--- src/rtl/vend_pkg.sv ---
package vend_pkg;

    localparam int CENTS_W    = 7;
    localparam int SEL_W      = 3;
    localparam int N_PRODUCTS = 5;
    localparam int BASE_PRICE = 55;
    localparam int PRICE_STEP = 5;
    localparam int TOTAL_MAX  = 95;

    typedef logic [CENTS_W-1:0] cents_t;

    typedef enum logic [1:0] {
        ST_COLLECT = 2'd0,
        ST_VEND    = 2'd1,
        ST_HOLD    = 2'd2
    } vend_state_t;

    typedef struct packed {
        logic [3:0] tens;
        logic [3:0] units;
    } bcd2_t;

    function automatic logic sel_valid(input logic [SEL_W-1:0] s);
        return int'(s) < N_PRODUCTS;
    endfunction

    function automatic cents_t price_of(input logic [SEL_W-1:0] s);
        if (sel_valid(s))
            return cents_t'(BASE_PRICE + PRICE_STEP * int'(s));
        return '0;
    endfunction

    function automatic bcd2_t to_bcd(input cents_t v);
        bcd2_t r;
        r.tens  = 4'(v / cents_t'(10));
        r.units = 4'(v % cents_t'(10));
        return r;
    endfunction

    function automatic cents_t coin_pick(input logic c25, input logic c10,
                                         input logic c5);
        if (c25) return cents_t'(25);
        if (c10) return cents_t'(10);
        if (c5)  return cents_t'(5);
        return '0;
    endfunction

endpackage

--- src/rtl/vend_coin_accum.sv ---
module vend_coin_accum
    import vend_pkg::*;
(
    input  logic   clk,
    input  logic   rst,
    input  logic   accept,
    input  logic   clear,
    input  logic   c25,
    input  logic   c10,
    input  logic   c5,
    output cents_t total
);

    localparam int SUM_W = CENTS_W + 1;

    logic [SUM_W-1:0] sum;
    cents_t           next_total;

    always_comb begin
        sum = {1'b0, total} + {1'b0, coin_pick(c25, c10, c5)};
        if (sum > SUM_W'(TOTAL_MAX))
            next_total = cents_t'(TOTAL_MAX);
        else
            next_total = sum[CENTS_W-1:0];
    end

    always_ff @(posedge clk or posedge rst) begin
        if (rst)
            total <= '0;
        else if (clear)
            total <= '0;
        else if (accept)
            total <= next_total;
    end

    assert_total_ceiling_R4: assert property (@(posedge clk) disable iff (rst)
        total <= cents_t'(TOTAL_MAX));

    assert_total_step_R9: assert property (@(posedge clk) disable iff (rst)
        (total % cents_t'(5)) == '0);

endmodule

--- src/rtl/vend_fsm.sv ---
module vend_fsm
    import vend_pkg::*;
#(
    parameter int HOLD_CYCLES = 4
) (
    input  logic        clk,
    input  logic        rst,
    input  cents_t      total,
    input  cents_t      price,
    input  logic        price_ok,
    output vend_state_t state,
    output cents_t      change,
    output logic        accept_coin,
    output logic        clear_total
);

    localparam int HCW = $clog2(HOLD_CYCLES + 1);
    localparam logic [HCW-1:0] HOLD_LOAD = HCW'(HOLD_CYCLES - 1);

    logic [HCW-1:0] hold_cnt;
    logic           vend_now;

    always_comb begin
        vend_now    = (state == ST_COLLECT) && price_ok && (total >= price);
        accept_coin = (state == ST_COLLECT) && !vend_now;
        clear_total = vend_now;
    end

    always_ff @(posedge clk or posedge rst) begin
        if (rst) begin
            state    <= ST_COLLECT;
            change   <= '0;
            hold_cnt <= '0;
        end else begin
            case (state)
                ST_COLLECT: begin
                    if (vend_now) begin
                        state  <= ST_VEND;
                        change <= total - price;
                    end
                end
                ST_VEND: begin
                    state    <= ST_HOLD;
                    hold_cnt <= HOLD_LOAD;
                end
                ST_HOLD: begin
                    if (hold_cnt == '0)
                        state <= ST_COLLECT;
                    else
                        hold_cnt <= hold_cnt - 1'b1;
                end
                default: state <= ST_COLLECT;
            endcase
        end
    end

    assert_bad_select_no_vend_R5: assert property (@(posedge clk) disable iff (rst)
        (state == ST_COLLECT && !price_ok) |=> (state == ST_COLLECT));

    assert_vend_then_hold_R7: assert property (@(posedge clk) disable iff (rst)
        (state == ST_VEND) |=> (state == ST_HOLD));

endmodule

--- src/rtl/vend_display.sv ---
module vend_display
    import vend_pkg::*;
(
    input  vend_state_t state,
    input  cents_t      total,
    input  cents_t      price,
    input  cents_t      change,
    output logic [15:0] digits,
    output cents_t      change_out
);

    bcd2_t left_f;
    bcd2_t right_f;

    always_comb begin
        if (state == ST_COLLECT) begin
            left_f     = to_bcd(total);
            right_f    = to_bcd(price);
            change_out = '0;
        end else begin
            left_f     = to_bcd(change);
            right_f    = '0;
            change_out = change;
        end
        digits = {left_f, right_f};
    end

endmodule

--- src/rtl/vend_ctrl.sv ---
module vend_ctrl
    import vend_pkg::*;
#(
    parameter int HOLD_CYCLES = 4
) (
    input  logic        clk,
    input  logic        rst,
    input  logic [2:0]  sel,
    input  logic        coin_25,
    input  logic        coin_10,
    input  logic        coin_5,
    output logic        dispense,
    output logic [6:0]  change_cents,
    output logic [15:0] disp_digits
);

    logic [SEL_W-1:0] sel_q;
    vend_state_t      state;
    cents_t           total;
    cents_t           change;
    cents_t           price;
    logic             price_ok;
    logic             accept_coin;
    logic             clear_total;

    always_ff @(posedge clk or posedge rst) begin
        if (rst)
            sel_q <= '0;
        else if (state == ST_COLLECT)
            sel_q <= sel;
    end

    always_comb begin
        price    = price_of(sel_q);
        price_ok = sel_valid(sel_q);
        dispense = (state == ST_VEND);
    end

    vend_coin_accum i_accum (
        .clk    (clk),
        .rst    (rst),
        .accept (accept_coin),
        .clear  (clear_total),
        .c25    (coin_25),
        .c10    (coin_10),
        .c5     (coin_5),
        .total  (total)
    );

    vend_fsm #(.HOLD_CYCLES(HOLD_CYCLES)) i_fsm (
        .clk         (clk),
        .rst         (rst),
        .total       (total),
        .price       (price),
        .price_ok    (price_ok),
        .state       (state),
        .change      (change),
        .accept_coin (accept_coin),
        .clear_total (clear_total)
    );

    vend_display i_disp (
        .state      (state),
        .total      (total),
        .price      (price),
        .change     (change),
        .digits     (disp_digits),
        .change_out (change_cents)
    );

    assert_single_strobe_R6: assert property (@(posedge clk) disable iff (rst)
        dispense |=> !dispense);

    assert_units_digits_R9: assert property (@(posedge clk) disable iff (rst)
        (disp_digits[3:0] == 4'd0 || disp_digits[3:0] == 4'd5) &&
        (disp_digits[11:8] == 4'd0 || disp_digits[11:8] == 4'd5));

endmodule

--- config.mk ---
export PLATFORM = sky130hd
export DESIGN_NAME = vend_ctrl
export DESIGN_NICKNAME = d
export VERILOG_FILES = /design/src/rtl/vend_pkg.sv /design/src/rtl/vend_coin_accum.sv /design/src/rtl/vend_fsm.sv /design/src/rtl/vend_display.sv /design/src/rtl/vend_ctrl.sv
export SDC_FILE = /design/constraint.sdc
export NUM_CORES = 1
export LEC_CHECK = 0
export ABC_AREA = 1
export CORE_MARGIN = 1.5
export CORE_UTILIZATION = 48
export CTS_CLUSTER_DIAMETER = 120
export DETAILED_ROUTE_END_ITERATION = 8
export DONT_BUFFER_PORTS = 1
export PLACE_DENSITY = 0.7
export SKIP_LAST_GASP = 1
export SLEW_MARGIN = 10
export SYNTH_ARGS = -nofsm -noshare
export SYNTH_HDL_FRONTEND = slang
export SYNTH_SLANG_ARGS = --single-unit
--- constraint.sdc ---
create_clock -name clk -period 4 [get_ports clk]
set_input_delay 1.2 -clock clk [delete_from_list [all_inputs] [get_ports clk]]
set_output_delay 1.2 -clock clk [all_outputs]
set_load 0.1 [all_outputs]
# After elaboration in Yosys (flattened, before gate mapping)
# Cells that the tools add are included.
# Widths: inputs -> output; s select.
[totals]
reg_bits = 22
latch_bits = 0
ram_bits = 0
rom_bits = 0
input_bits = 8
word_cells = 61
n_memories = 0
[op_classes]
n_addsub = 4
mul = 1
div_mod_pow = 6
n_lt_le_gt_ge = 3
n_eq_ne = 5
shift = 0
muxes = 26
bitwise_logic = 0
n_reduce_logical = 11
[ops]
columns = ["cell", "count"]
rows = [
  ["$mux 7", 12],
  ["$div 7x4->7 const B", 3],
  ["$mod 7x4->7 const B", 3],
  ["$mux 8", 2],
  ["$add 7x7->8", 1],
  ["$gt 8x7->1 const B", 1],
  ["$add 6x6->7 const A", 1],
  ["$ge 7x7->1", 1],
  ["$mux 1", 7],
  ["$sub 7x7->7", 1],
  ["$mul 3x3->6 const A", 1],
  ["$pmux 2 s3", 1],
  ["$pmux 3 s2", 1],
  ["$reduce_and 2->1", 3],
  ["$mux 2", 2],
  ["$ne 2x2->1 const B", 2],
  ["$reduce_bool 2->1", 2],
  ["$logic_and 1x1->1", 3],
  ["$logic_not 3->1", 1],
  ["$lt 3x3->1 const B", 1],
  ["$mux 3", 1],
  ["$sub 3x1->3 const B", 1],
  ["$eq 2x1->1 const B", 1],
  ["$eq 2x2->1 const B", 1],
  ["3 further kinds", 3],
]

# Depth between registers and ports, before layout
# Gate-level depths: netlist (run 1).
[logic_depth]
ltp_word = 12
mapped_depth = 23
ltp_nobuf = 23

# By module
# From an unflattened synthesis (run 1), not the netlist that was laid out.
[unflattened]
hier_cells = 473
area_unflattened_um2 = 2892.8
[modules_own_cells]
columns = ["module", "instances", "cells_per_inst", "area_each_um2", "seq_area_each_um2"]
rows = [
  ["vend_fsm", 1, 135, 948.4, 300.3],
  ["vend_display", 1, 181, 882.1, 0.0],
  ["vend_coin_accum", 1, 103, 668.1, 175.2],
  ["vend_ctrl", 1, 54, 394.1, 75.1],
]

# Worst setup path after synthesis (run 1)
# No wires, ideal clock.
[synth_timing]
kind = "flip-flop to output port"
startpoint = "register i_fsm.state[0]"
endpoint = "output port disp_digits[11]"
arrival_time_ns = 4.934
t_required_ns = 2.800
slack_ns = -2.134
stages_incl_launch_ff = 13
path_buffers = 1
cell_sequence = "dfrtp_1 -> nor2_2 -> buf_6 -> nor2_1 -> a21oi_1 -> nand3_2 -> nand2_2 -> nand3_1 -> nand2_1 -> inv_1 -> ha_1 -> inv_1 -> o21ai_0"
[synth_via]
elab_chain_cells = 2
[synth_rtl]
columns = ["item", "line_no", "source"]
rows = [
  ["start: declaration", "vend_fsm.sv:11", "output vend_state_t state,"],
  ["start signal: assignment", "vend_fsm.sv:31", "state <= ST_COLLECT;"],
  ["start signal: assignment", "vend_fsm.sv:38", "state <= ST_VEND;"],
  ["start signal: assignment", "vend_fsm.sv:43", "state <= ST_HOLD;"],
  ["$logic_not 2->1", "vend_display.sv:16", "if (state == ST_COLLECT) begin"],
  ["$mux 8", "vend_display.sv:16", ""],
  ["end: declaration", "vend_ctrl.sv:14", "output logic [15:0] disp_digits"],
]
# Every way passes these cells.

# Worst setup path after layout (run 1)
[layout_timing]
startpoint = "register sel_q[0]"
endpoint = "output port disp_digits[1]"
[layout_via]
elab_chain_cells = 6
elab_cells_between_ends = 8
[layout_rtl]
columns = ["item", "line_no", "source"]
rows = [
  ["start: declaration", "vend_ctrl.sv:17", "logic [SEL_W-1:0] sel_q;"],
  ["start signal: assignment", "vend_ctrl.sv:30", "sel_q <= sel;"],
  ["$mul 3x3->6", "vend_pkg.sv:29", "return cents_t'(BASE_PRICE + PRICE_STEP * int'(s));"],
  ["$add 6x6->7", "vend_pkg.sv:29", ""],
  ["$mux 7", "vend_pkg.sv:28", "if (sel_valid(s))"],
  ["$mux 7 (*)", "vend_pkg.sv:30", "return '0;"],
  ["$mod 7x4->7 (*)", "vend_pkg.sv:36", "r.units = 4'(v % cents_t'(10));"],
  ["$mux 8 (*)", "vend_display.sv:16", ""],
]
# Every way passes the cells marked *; elsewhere a longest branch is shown, timed or not. The select of a mux whose other input is x is not followed.

==> results.cfg, run 1 <==
[outcome]
status = finished with violations
violations = negative setup slack

[hold_path]
timing.hold.worst_path_depth = 2
min_path_type = reg2reg

[timing]
setup-violations-final = 7
final.period_utilization_pct = 112
whs_ns = 0.491
timing.max_slew.rel_slack_pct = 44.5
maxSlewViolCount = 0
finalHoldViolations = 0
timing_worst_slew_pin_value_ns = 0.831
post-route-min-period_ns = 4.47
max_freq_ghz = 0.224
post_layout_worst_setup_margin_ns = -0.473
finClkSkew_ns = 0.00292
grt_setup_unrepaired = yes

[grt]
combined_global_route_utilization_of_all_metal_layers_pct = 23.0
grt_first_pass_wirelength_mm = 9.92
global_route.usage.met2_pct = 41.7
first_global_vias = 2323
grtUsageMet3_pct = 2.95
groute.layer.met1.usage_pct = 28.5
grt_max_degree = 23
layer_carrying_the_most_global_route_usage = met2
antenna_found_initial = 0
total_congestion_overflow = 0

[route]
routed_wirelength_mm = 6.65
routed_wire_length_per_instance_um = 13.4
firstDrtPassIters = 4
first_iter_violations = 111
ant_nets = 0
detail_route.vias_per_cell = 5.14
drcViolationCount = 0
via_count = 2544

[final_layout]
mostFrequentLayoutCell = nand2_1
post_route_cells_drive_above_1_share_pct = 41.6
areaGrowthSynthToFinish_pct = 51.0
n_antenna_cell = 0
net_count_reported_at_finish = 466
most_used_cells_in_the_layout_excluding_fill_and_tap_cells = nand2_1 (63), buf_4 (61), inv_1 (52), ha_1 (21), dfrtp_1 (20)

[worst_setup_path]
setup.reg_to_reg.worst_slack_ns = 0.32
worstSetupStartpoint = sel_q[0]
timing.setup.critical_path_class = reg2out
worst_path_max_delay_cell = fa_1
timing.critical_path.cells = inv_2 -> fa_1 -> inv_1 -> ha_2 -> or2_4 -> a21oi_4 -> ha_4 -> nand2_4 -> a21oi_4 -> nand2_2 -> nand2_4 -> nand3_1 -> nand2_1 -> nand3_2 -> nor2_4 -> nand2_1 -> nand2_2 -> nor2_4 -> buf_12
worstReg2RegEnd = i_fsm.change[4]
cp-end-kind = output pin
startpoint_type = register
capturing_instance_or_port_of_the_critical_path = disp_digits[1]
required_ns = 2.80
crit_fanout = 6
cp_slowest_stage_delay_ns = 0.54
reg2reg_launch_point = sel_q[0]
worstPathArrival_ns = 3.27
path_depth_of_the_worst_reg2reg_path = 18

[yosys]
syn-num-nets = 393
netlist_area_um2 = 2470
synth.distinct_cells = 38
syn_inst = 356
ys_warn_count = 0
register_bit_total_from_synthesis = 22
syn-mean-instance-area_um2 = 6.93
synth.yosys.seq_area_share_pct = 22.3

[clock_tree]
clock_insertion_delay_worst_skew_ns = 0.27
cts-buffers-inserted = 3
ctsHoldBuffers = 0
clk_root_buffer_cell = clkbuf_8
tritoncts = built
cts.path.max_buffers = 2
cts_max_level = 1
cts.clk_slew.worst_paths_ns = 0.08
cts.sink_count = 22

[die]
num_io_pins = 32
floorplan.rows = 25
initial_core_util_pct = 50.9
die-height_um = 74.7
dieWidth_um = 74.7
die_area_um2 = 5580
design.core.area_um2 = 4850

[flow_run]
cap_violations = 0

[placed_design]
finalWeightedCongestion = 0.870
dpl.hpwl_mm = 4.76
number_of_buffers_added_on_ports = 0
==> kinds of logic (layout without fill, tap and decap cells) <==
kind of cell / Yosys count / count (layout) / synth area share (%)
AND/OR/NAND/NOR: 175 / 175 / 34.2
flip-flops: 22 / 22 / 22.3
adder cells (fa/ha/maj): 29 / 29 / 15.9
buffers and inverters: 65 / 137 / 10.3
XOR/XNOR: 8 / 8 / 3.14
AO/OA/AOI/OAI: 57 / 57 / 14.1
==> layer usage <==
layer | part of all wire [%] | vias up
met5 | 0 | -
met4 | 1.7 | 0
met3 | 4.3 | 11
met2 | 52 | 53
met1 | 42 | 1181
li1 | - | 1299
==> worst max-delay path: cells and delay by family, from the launching register on <==
family	cells	cell delay, ns
flops	1	0.37
buf+inv	3	0.26
compound gates	2	0.34
simple gates	11	1.15
fa+ha+maj	3	0.87
==> cell usage after synthesis <==
library cell / n / share of area [%]
a21oi_4: 2 / 1.3
a22oi_1: 1 / 0.30
xnor2_1: 4 / 1.4
inv_1: 60 / 9.1
nor2_2: 3 / 0.76
o21bai_1: 3 / 0.91
xor2_2: 1 / 0.66
nand3_1: 24 / 4.9
and2_1: 3 / 0.76
ha_1: 25 / 13
a21boi_2: 1 / 0.46
nand2_1: 83 / 13
nor2_1: 30 / 4.6
nand3b_1: 2 / 0.61
a21oi_1: 16 / 3.2
or2_2: 3 / 0.76
clkbuf_1: 3 / 0.46
o22ai_1: 5 / 1.3
nand3_2: 5 / 2.0
o21ai_1: 1 / 0.20
nand2_4: 3 / 1.4
o21ai_2: 2 / 0.71
fa_1: 4 / 3.2
o211ai_1: 1 / 0.30
a21o_1: 1 / 0.30
buf_4: 1 / 0.30
buf_6: 1 / 0.46
a31oi_1: 1 / 0.25
nand4_2: 1 / 0.51
nand4_1: 4 / 1.0
nand2_2: 10 / 2.5
nor2_4: 2 / 0.91
a31o_2: 1 / 0.35
nor3_1: 1 / 0.20
xor2_1: 3 / 1.1
o21ai_0: 22 / 4.5
dfrtp_1: 22 / 22
nand3_4: 1 / 0.71
==> stage by stage <==
| stage | worst slack (ns) | TNS (ns) | util, % | cells | area [um^2] |
|---|---|---|---|---|---|
| 2_1_floorplan | -0.326 | -2.01 | - | 356 | 2720 |
| 3_3_place_gp | -0.107 | -0.338 | 67.7 | 473 | 3280 |
| 3_5_place_dp | -0.153 | -0.526 | 67.7 | 473 | 3280 |
| 4_1_cts | -0.403 | -1.67 | 71.6 | 479 | 3470 |
| 5_1_grt | -0.634 | -3.09 | 76.9 | 495 | 3730 |
| 6_report | -0.473 | -1.90 | 76.9 | 495 | 3730 |
==> sequential cells by signal, indices dropped and copies added, names as in the netlist <==
| register | count |
|---|---|
| sel_q | 3 |
| i_accum.total | 7 |
| i_fsm.change | 7 |
| i_fsm.hold_cnt | 3 |
| i_fsm.state | 2 |
==> cell type report <==
class                      count  area [um^2]
multi-input combinational    269         2130
tap                           67         83.8
inverter                      60          230
sequential                    22          553
clock buffer                   3         41.3
fill                         329         1120
clock inverter                 1         30.0
timing repair buffer          73          663
==> timing repair <==
action	4_1_cts	5_1_grt
endpoints found under the setup margin	9	9
gates resized for setup	24	33
buffers inserted	2	16
endpoints found under the hold margin	0	0
pin swaps	13	21
==> worst min-delay path by stage <==
| stage | startpoint | end | slack [ns] |
|---|---|---|---|
| 6_report | i_fsm.change[1] | i_fsm.change[1] | 0.49 |
| 3_3_place_gp | i_fsm.change[2] | i_fsm.change[2] | 0.47 |
| 2_1_floorplan | i_fsm.change[5] | i_fsm.change[5] | 0.45 |
| 3_5_place_dp | i_fsm.change[2] | i_fsm.change[2] | 0.47 |
| 4_1_cts | i_fsm.change[2] | i_fsm.change[2] | 0.49 |
| 5_1_grt | i_fsm.change[0] | i_fsm.change[0] | 0.54 |
Power of run 1 is left out: the tool's default activity adds up to more than one toggle a clock period on the data nets, which glitch-free logic cannot reach.
==> run 2, diff against run 1 <==
SYNTH_HIERARCHICAL = 1   (was unset)
==> run 2 against run 1 <==
Net effect:
- the flow still finishes with violations (negative setup slack)
- sequential cell count unchanged
- register-to-register slack worse by 0.11 ns
- cell area is 18% higher
- non-clock buffer count up 20
- final cell count up 30%
- first-iteration DRC count up 21%
- critical path type unchanged
==> results.cfg, run 2 <==
[outcome]
status = finished with violations
violations = negative setup slack

[placed_design]
dpl.hpwl_mm = 5.81
number_of_buffers_added_on_ports = 0
finalWeightedCongestion = 0.859
place_area_um2 = 3730
pre_cts_ws_ns = -0.607

[worst_setup_path]
cp-end-kind = output pin
path_buf_inv = 7
timing.critical_path.max_delay_family = simple AND/OR/NAND/NOR gates
timing.setup.critical_path_class = reg2out
required_ns = 2.80
cp_slowest_stage_delay_ns = 0.53
worstPathArrival_ns = 3.69
worst_path_max_delay_cell = fa_1
crit_fanout = 4
startpoint_type = register
timing.critical_path.mode_cell = nand2_2

[final_layout]
finalInstanceArea_um2 = 4400
reg.largest.list = i_accum/total: 7 flops, i_fsm/change: 7 flops
net_count_reported_at_finish = 603
final_core_utilization_pct = 74.7
register_area_um2 = 553
n_antenna_cell = 0
multiInputGateArea_um2 = 2510
num-fill-cells = 414
post_route_cells_drive_above_1_share_pct = 43.1
most_used_cells_in_the_layout_excluding_fill_and_tap_cells = nand2_1 (124), buf_4 (79), inv_1 (75), nand2_2 (31)
areaGrowthSynthToFinish_pct = 52.0
mostFrequentLayoutCell = nand2_1

[yosys]
ys_warn_count = 6
synth.largest_area_cell = nand2_1
synth.yosys.seq_area_share_pct = 19.0
netlist_area_um2 = 2890
synth_compound_area_share_pct = 8.04
synthMostInstantiatedCell = nand2_1
yosys.area_share.xor_xnor_pct = 2.42
syn_inst = 473
syn-num-nets = 507
synth_top_cells_by_area = nand2_1 (20%), dfrtp_1 (19%), inv_1 (11%), ha_1 (9.5%), nor2_1 (5.6%)
syn-mean-instance-area_um2 = 6.12
synth_top_area_share_pct = 20.4
synth_ff_type = dfrtp_1
synth.distinct_cells = 31
synth_top_family_by_area = simple AND/OR/NAND/NOR gates
synth_simple_gate_area_share_pct = 45.2
register_bit_total_from_synthesis = 22
yosys.area_share.adder_pct = 12.3
ys_top_cells_by_count = nand2_1 (157), inv_1 (86), nor2_1 (43)
synth-edff-count = 0
async_sr_flop_fraction_pct = 100
yosys-mux-area-fraction_pct = 0

[clock_tree]
cts.path.max_buffers = 2
tritoncts = built
cts.sink_count = 22
cts.clk_slew.worst_paths_ns = 0.09
cts_max_level = 1
ctsHoldBuffers = 0
cts-buffers-inserted = 3
clock_insertion_delay_worst_skew_ns = 0.26
clk_root_buffer_cell = clkbuf_8

[die]
die-height_um = 80.6
num_io_pins = 32
floorplan.rows = 28
dieWidth_um = 80.6
die_area_um2 = 6500
design.core.area_um2 = 5890
initial_core_util_pct = 49.1

[grt]
combined_global_route_utilization_of_all_metal_layers_pct = 25.1
grt_max_degree = 13
total_congestion_overflow = 0
first_global_vias = 3055
grt_first_pass_wirelength_mm = 12.8
antenna_found_initial = 0

[route]
routed_wirelength_mm = 8.76
detail_route.vias_per_cell = 5.00
drcViolationCount = 0
routed_wire_length_per_instance_um = 13.6
firstDrtPassIters = 4
first_iter_violations = 134
via_count = 3214
ant_nets = 0

[hold_path]
min_path_type = reg2reg

[timing]
post-route-min-period_ns = 4.89
max_freq_ghz = 0.205
finClkSkew_ns = 0.0135
timing_worst_slew_pin_value_ns = 1.09
grt_setup_unrepaired = yes
maxSlewViolCount = 0
post_layout_worst_setup_margin_ns = -0.888
setup-violations-final = 9
timing.max_slew.rel_slack_pct = 27.1
finalHoldViolations = 0
final.period_utilization_pct = 122

[flow_run]
cap_violations = 0
run 2: cell types whose count changed after synthesis, moves of 4 or more:
cell	previous run	this run
nand3_1	24	32
o21ai_0	22	12
nand4_1	4	8
a21oi_1	16	12
inv_2	0	9
nand2_1	83	157
nand2_2	10	17
inv_1	60	86
nor2_1	30	43
o22ai_1	5	0
run 2: repair_timing:
action / CTS / global route
resized for setup: 58 / 34
pin swaps: 35 / 42
endpoints found under the setup margin: 9 / 10
buffers inserted: 24 / 13
run 2: stage by stage:
| stage | TNS, ns | hold WS (ns) | instances |
|---|---|---|---|
| floorplan | -3.55 | 0.442 | 473 |
| global placement | -1.60 | 0.458 | 603 |
| detailed placement | -2.21 | 0.463 | 603 |
| CTS | -3.25 | 0.481 | 631 |
| global route | -6.80 | 0.501 | 643 |
| finish | -4.57 | 0.487 | 643 |
run 2: final timing paths:
path	start	to	slack, ns	cells past startpoint
hold reg to reg	i_fsm/change[1]	i_fsm/change[1]	0.49	2
setup / recovery	sel_q[1]	disp_digits[4]	-0.89	29
hold / removal	i_fsm/change[1]	i_fsm/change[1]	0.49	2
min in group asynchronous	rst	sel_q[0]	0.68	1
max in group asynchronous	rst	i_fsm/state[1]	2.85	1
setup reg to reg	sel_q[1]	i_accum/total[5]	0.21	24
run 2: layer usage:
| layer | track usage (%) | vias up | wire length [um] |
|---|---|---|---|
| met2 | 47.4 | 88 | 4510 |
| met4 | 10.5 | 0 | 293 |
| met1 | 27.8 | 1454 | 3640 |
| met3 | 3.30 | 28 | 316 |
| met5 | 0 | - | 0 |
| li1 | - | 1644 | - |
run 2: kinds of logic (layout without fill, tap and decap cells):
family          Yosys count  count (layout)
compound gates           36              36
xor+xnor                  8               8
flops                    22              22
buf+inv                  98             193
simple gates            283             283
fa+ha+maj                26              26
run 2: cell type report:
type                       count  area share, %
inverter                      96           8.45
clock buffer                   4           1.25
timing repair buffer          93           18.5
multi-input combinational    353           57.1
tap                           75           2.13
sequential                    22           12.6
run 2: worst register-to-register path, stage by stage (launching register included):
cell     delay [ns]
dfrtp_1        0.38
inv_2          0.06
fa_1           0.60
inv_1          0.06
ha_2           0.19
nand2_2        0.08
nand3_2        0.07
nand2_2        0.08
nor2_4         0.04
buf_4          0.12
buf_4          0.12
buf_4          0.12
buf_4          0.12
inv_1          0.04
ha_1           0.27
nand2_1        0.11
nor2_1         0.05
nand2_1        0.08
nand3_1        0.09
nor2_2         0.17
nor2_1         0.12
nor2_1         0.46
nor2_4         0.10
nand3_1        0.11
nand2_1        0.05
Power of run 2 is left out for the same reason.
==> run 3, diff against run 2 <==
MAX_ROUTING_LAYER = met4   (was unset)
==> run 3 against run 2 <==
Net effect:
- the run still ends with negative setup slack left
- largest cell class unchanged
- core utilization unchanged
- sequential cell count stayed put
- sequential share of layout area stayed put
- die area unchanged
- global-route usage rose by 0.67 points
- worst setup slack hardly changed
- critical endpoint unchanged
==> results.cfg, run 3 (synthesis gave the netlist of run 2 again) <==
[die]
initial_core_util_pct = 49.1
dieWidth_um = 80.6
design.core.area_um2 = 5890
floorplan.rows = 28
die_area_um2 = 6500
num_io_pins = 32
die-height_um = 80.6

[placed_design]
finalWeightedCongestion = 0.873
dpl.cell_count = 603
dpl.hpwl_mm = 5.81
number_of_buffers_added_on_ports = 0

[worst_setup_path]
setup.reg_to_reg.worst_slack_ns = 0.21
crit_fanout = 4
worstPathArrival_ns = 3.69
reg2reg_launch_point = sel_q[1]
path_depth_of_the_worst_reg2reg_path = 24
startpoint_type = register
timing.critical_path.mode_cell = nand2_2
worstReg2RegEnd = i_accum/total[5]
timing.setup.critical_path_class = reg2out
worst_path_max_delay_cell = fa_1
cp_slowest_stage_delay_ns = 0.53
cp-end-kind = output pin
required_ns = 2.80

[final_layout]
most_used_cells_in_the_layout_excluding_fill_and_tap_cells = nand2_1 (124), buf_4 (79), inv_1 (75), nand2_2 (31)
reg.largest.list = i_accum/total: 7 flops, i_fsm/change: 7 flops
net_count_reported_at_finish = 603
n_antenna_cell = 0
areaGrowthSynthToFinish_pct = 52.0
mostFrequentLayoutCell = nand2_1
post_route_cells_drive_above_1_share_pct = 43.1
layoutNonFillerInstCount = 643

[hold_path]
min_path_type = reg2reg
timing.hold.worst_path_depth = 2
min_to = i_fsm/change[1]
hold_path_startpoint = i_fsm/change[1]

[timing]
finalHoldViolations = 0
final.period_utilization_pct = 122
post-route-min-period_ns = 4.89
maxSlewViolCount = 0
timing_worst_slew_pin_value_ns = 1.09
timing.max_slew.rel_slack_pct = 27.1
setup-violations-final = 9
max_freq_ghz = 0.205
finClkSkew_ns = 0.0135
post_layout_worst_setup_margin_ns = -0.888
grt_setup_unrepaired = yes

[route]
detail_route.vias_per_cell = 5.01
routed_wire_length_per_instance_um = 13.6
drcViolationCount = 0
via_count = 3222
ant_nets = 0
firstDrtPassIters = 4
routed_wirelength_mm = 8.77
first_iter_violations = 136

[clock_tree]
tritoncts = built
cts.sink_count = 22
clk_root_buffer_cell = clkbuf_8
cts-buffers-inserted = 3
cts_max_level = 1
cts.path.max_buffers = 2
cts.clk_slew.worst_paths_ns = 0.09
ctsHoldBuffers = 0
clock_insertion_delay_worst_skew_ns = 0.26

[grt]
combined_global_route_utilization_of_all_metal_layers_pct = 25.8
antenna_found_initial = 0
first_global_vias = 3054
grt_first_pass_wirelength_mm = 12.8
total_congestion_overflow = 0
grt_max_degree = 13

[outcome]
status = finished with violations
violations = negative setup slack

[flow_run]
cap_violations = 0
-- run 3: cell counts in the layout (fill, tap and decap cells not counted) --
No cell type changed its count.
-- run 3: layer usage --
metal	vias up	track usage [%]	part of all wire (%)
met1	1456	27.8	42
met2	88	47.4	51
met5	-	-	0
li1	1644	-	-
met3	34	3.30	3.6
met4	0	10.5	3.4
-- run 3: repair_timing --
action / in CTS / in global routing
gates resized for setup: 58 / 34
buffers inserted: 24 / 13
gates cloned: 0 / 0
endpoints found under the setup margin: 9 / 10
pin swaps: 35 / 42
-- run 3: layout make-up --
cell class	count	area, um^2
Clock buffer	4	55.1
Fill cell	414	1490
Inverter	96	372
Multi-Input combinational cell	353	2510
Sequential cell	22	553
Tap cell	75	93.8
Timing Repair Buffer	93	812
-- run 3: worst max path at each step --
stage / startpoint / end / cells after the start
3_5_place_dp: sel_q[0] / disp_digits[1] / 30
4_1_cts: sel_q[0] / disp_digits[1] / 30
3_3_place_gp: sel_q[1] / disp_digits[1] / 30
5_1_grt: sel_q[0] / disp_digits[4] / 29
6_report: sel_q[1] / disp_digits[4] / 29
2_1_floorplan: sel_q[1] / disp_digits[1] / 29
-- run 3: worst max-delay path, delay by kind of cell (launching register included) --
family,cells,cell delay (ns)
compound gates,1,0.16
fa+ha+maj,3,0.86
buf+inv,7,0.61
flops,1,0.38
simple gates,18,1.43
-- run 3: through the flow --
stage	util, %	setup WS (ns)	cell area (um^2)	setup TNS, ns	hold slack [ns]
final	74.7	-0.888	4400	-4.57	0.487
after global routing	74.7	-1.10	4400	-6.79	0.501
after CTS	71.0	-0.801	4180	-3.25	0.481
after detailed placement	63.4	-0.607	3730	-2.21	0.463
after global placement	63.4	-0.445	3730	-1.60	0.458
after floorplan	-	-0.656	3120	-3.55	0.442
Power of run 3 is left out for the same reason.
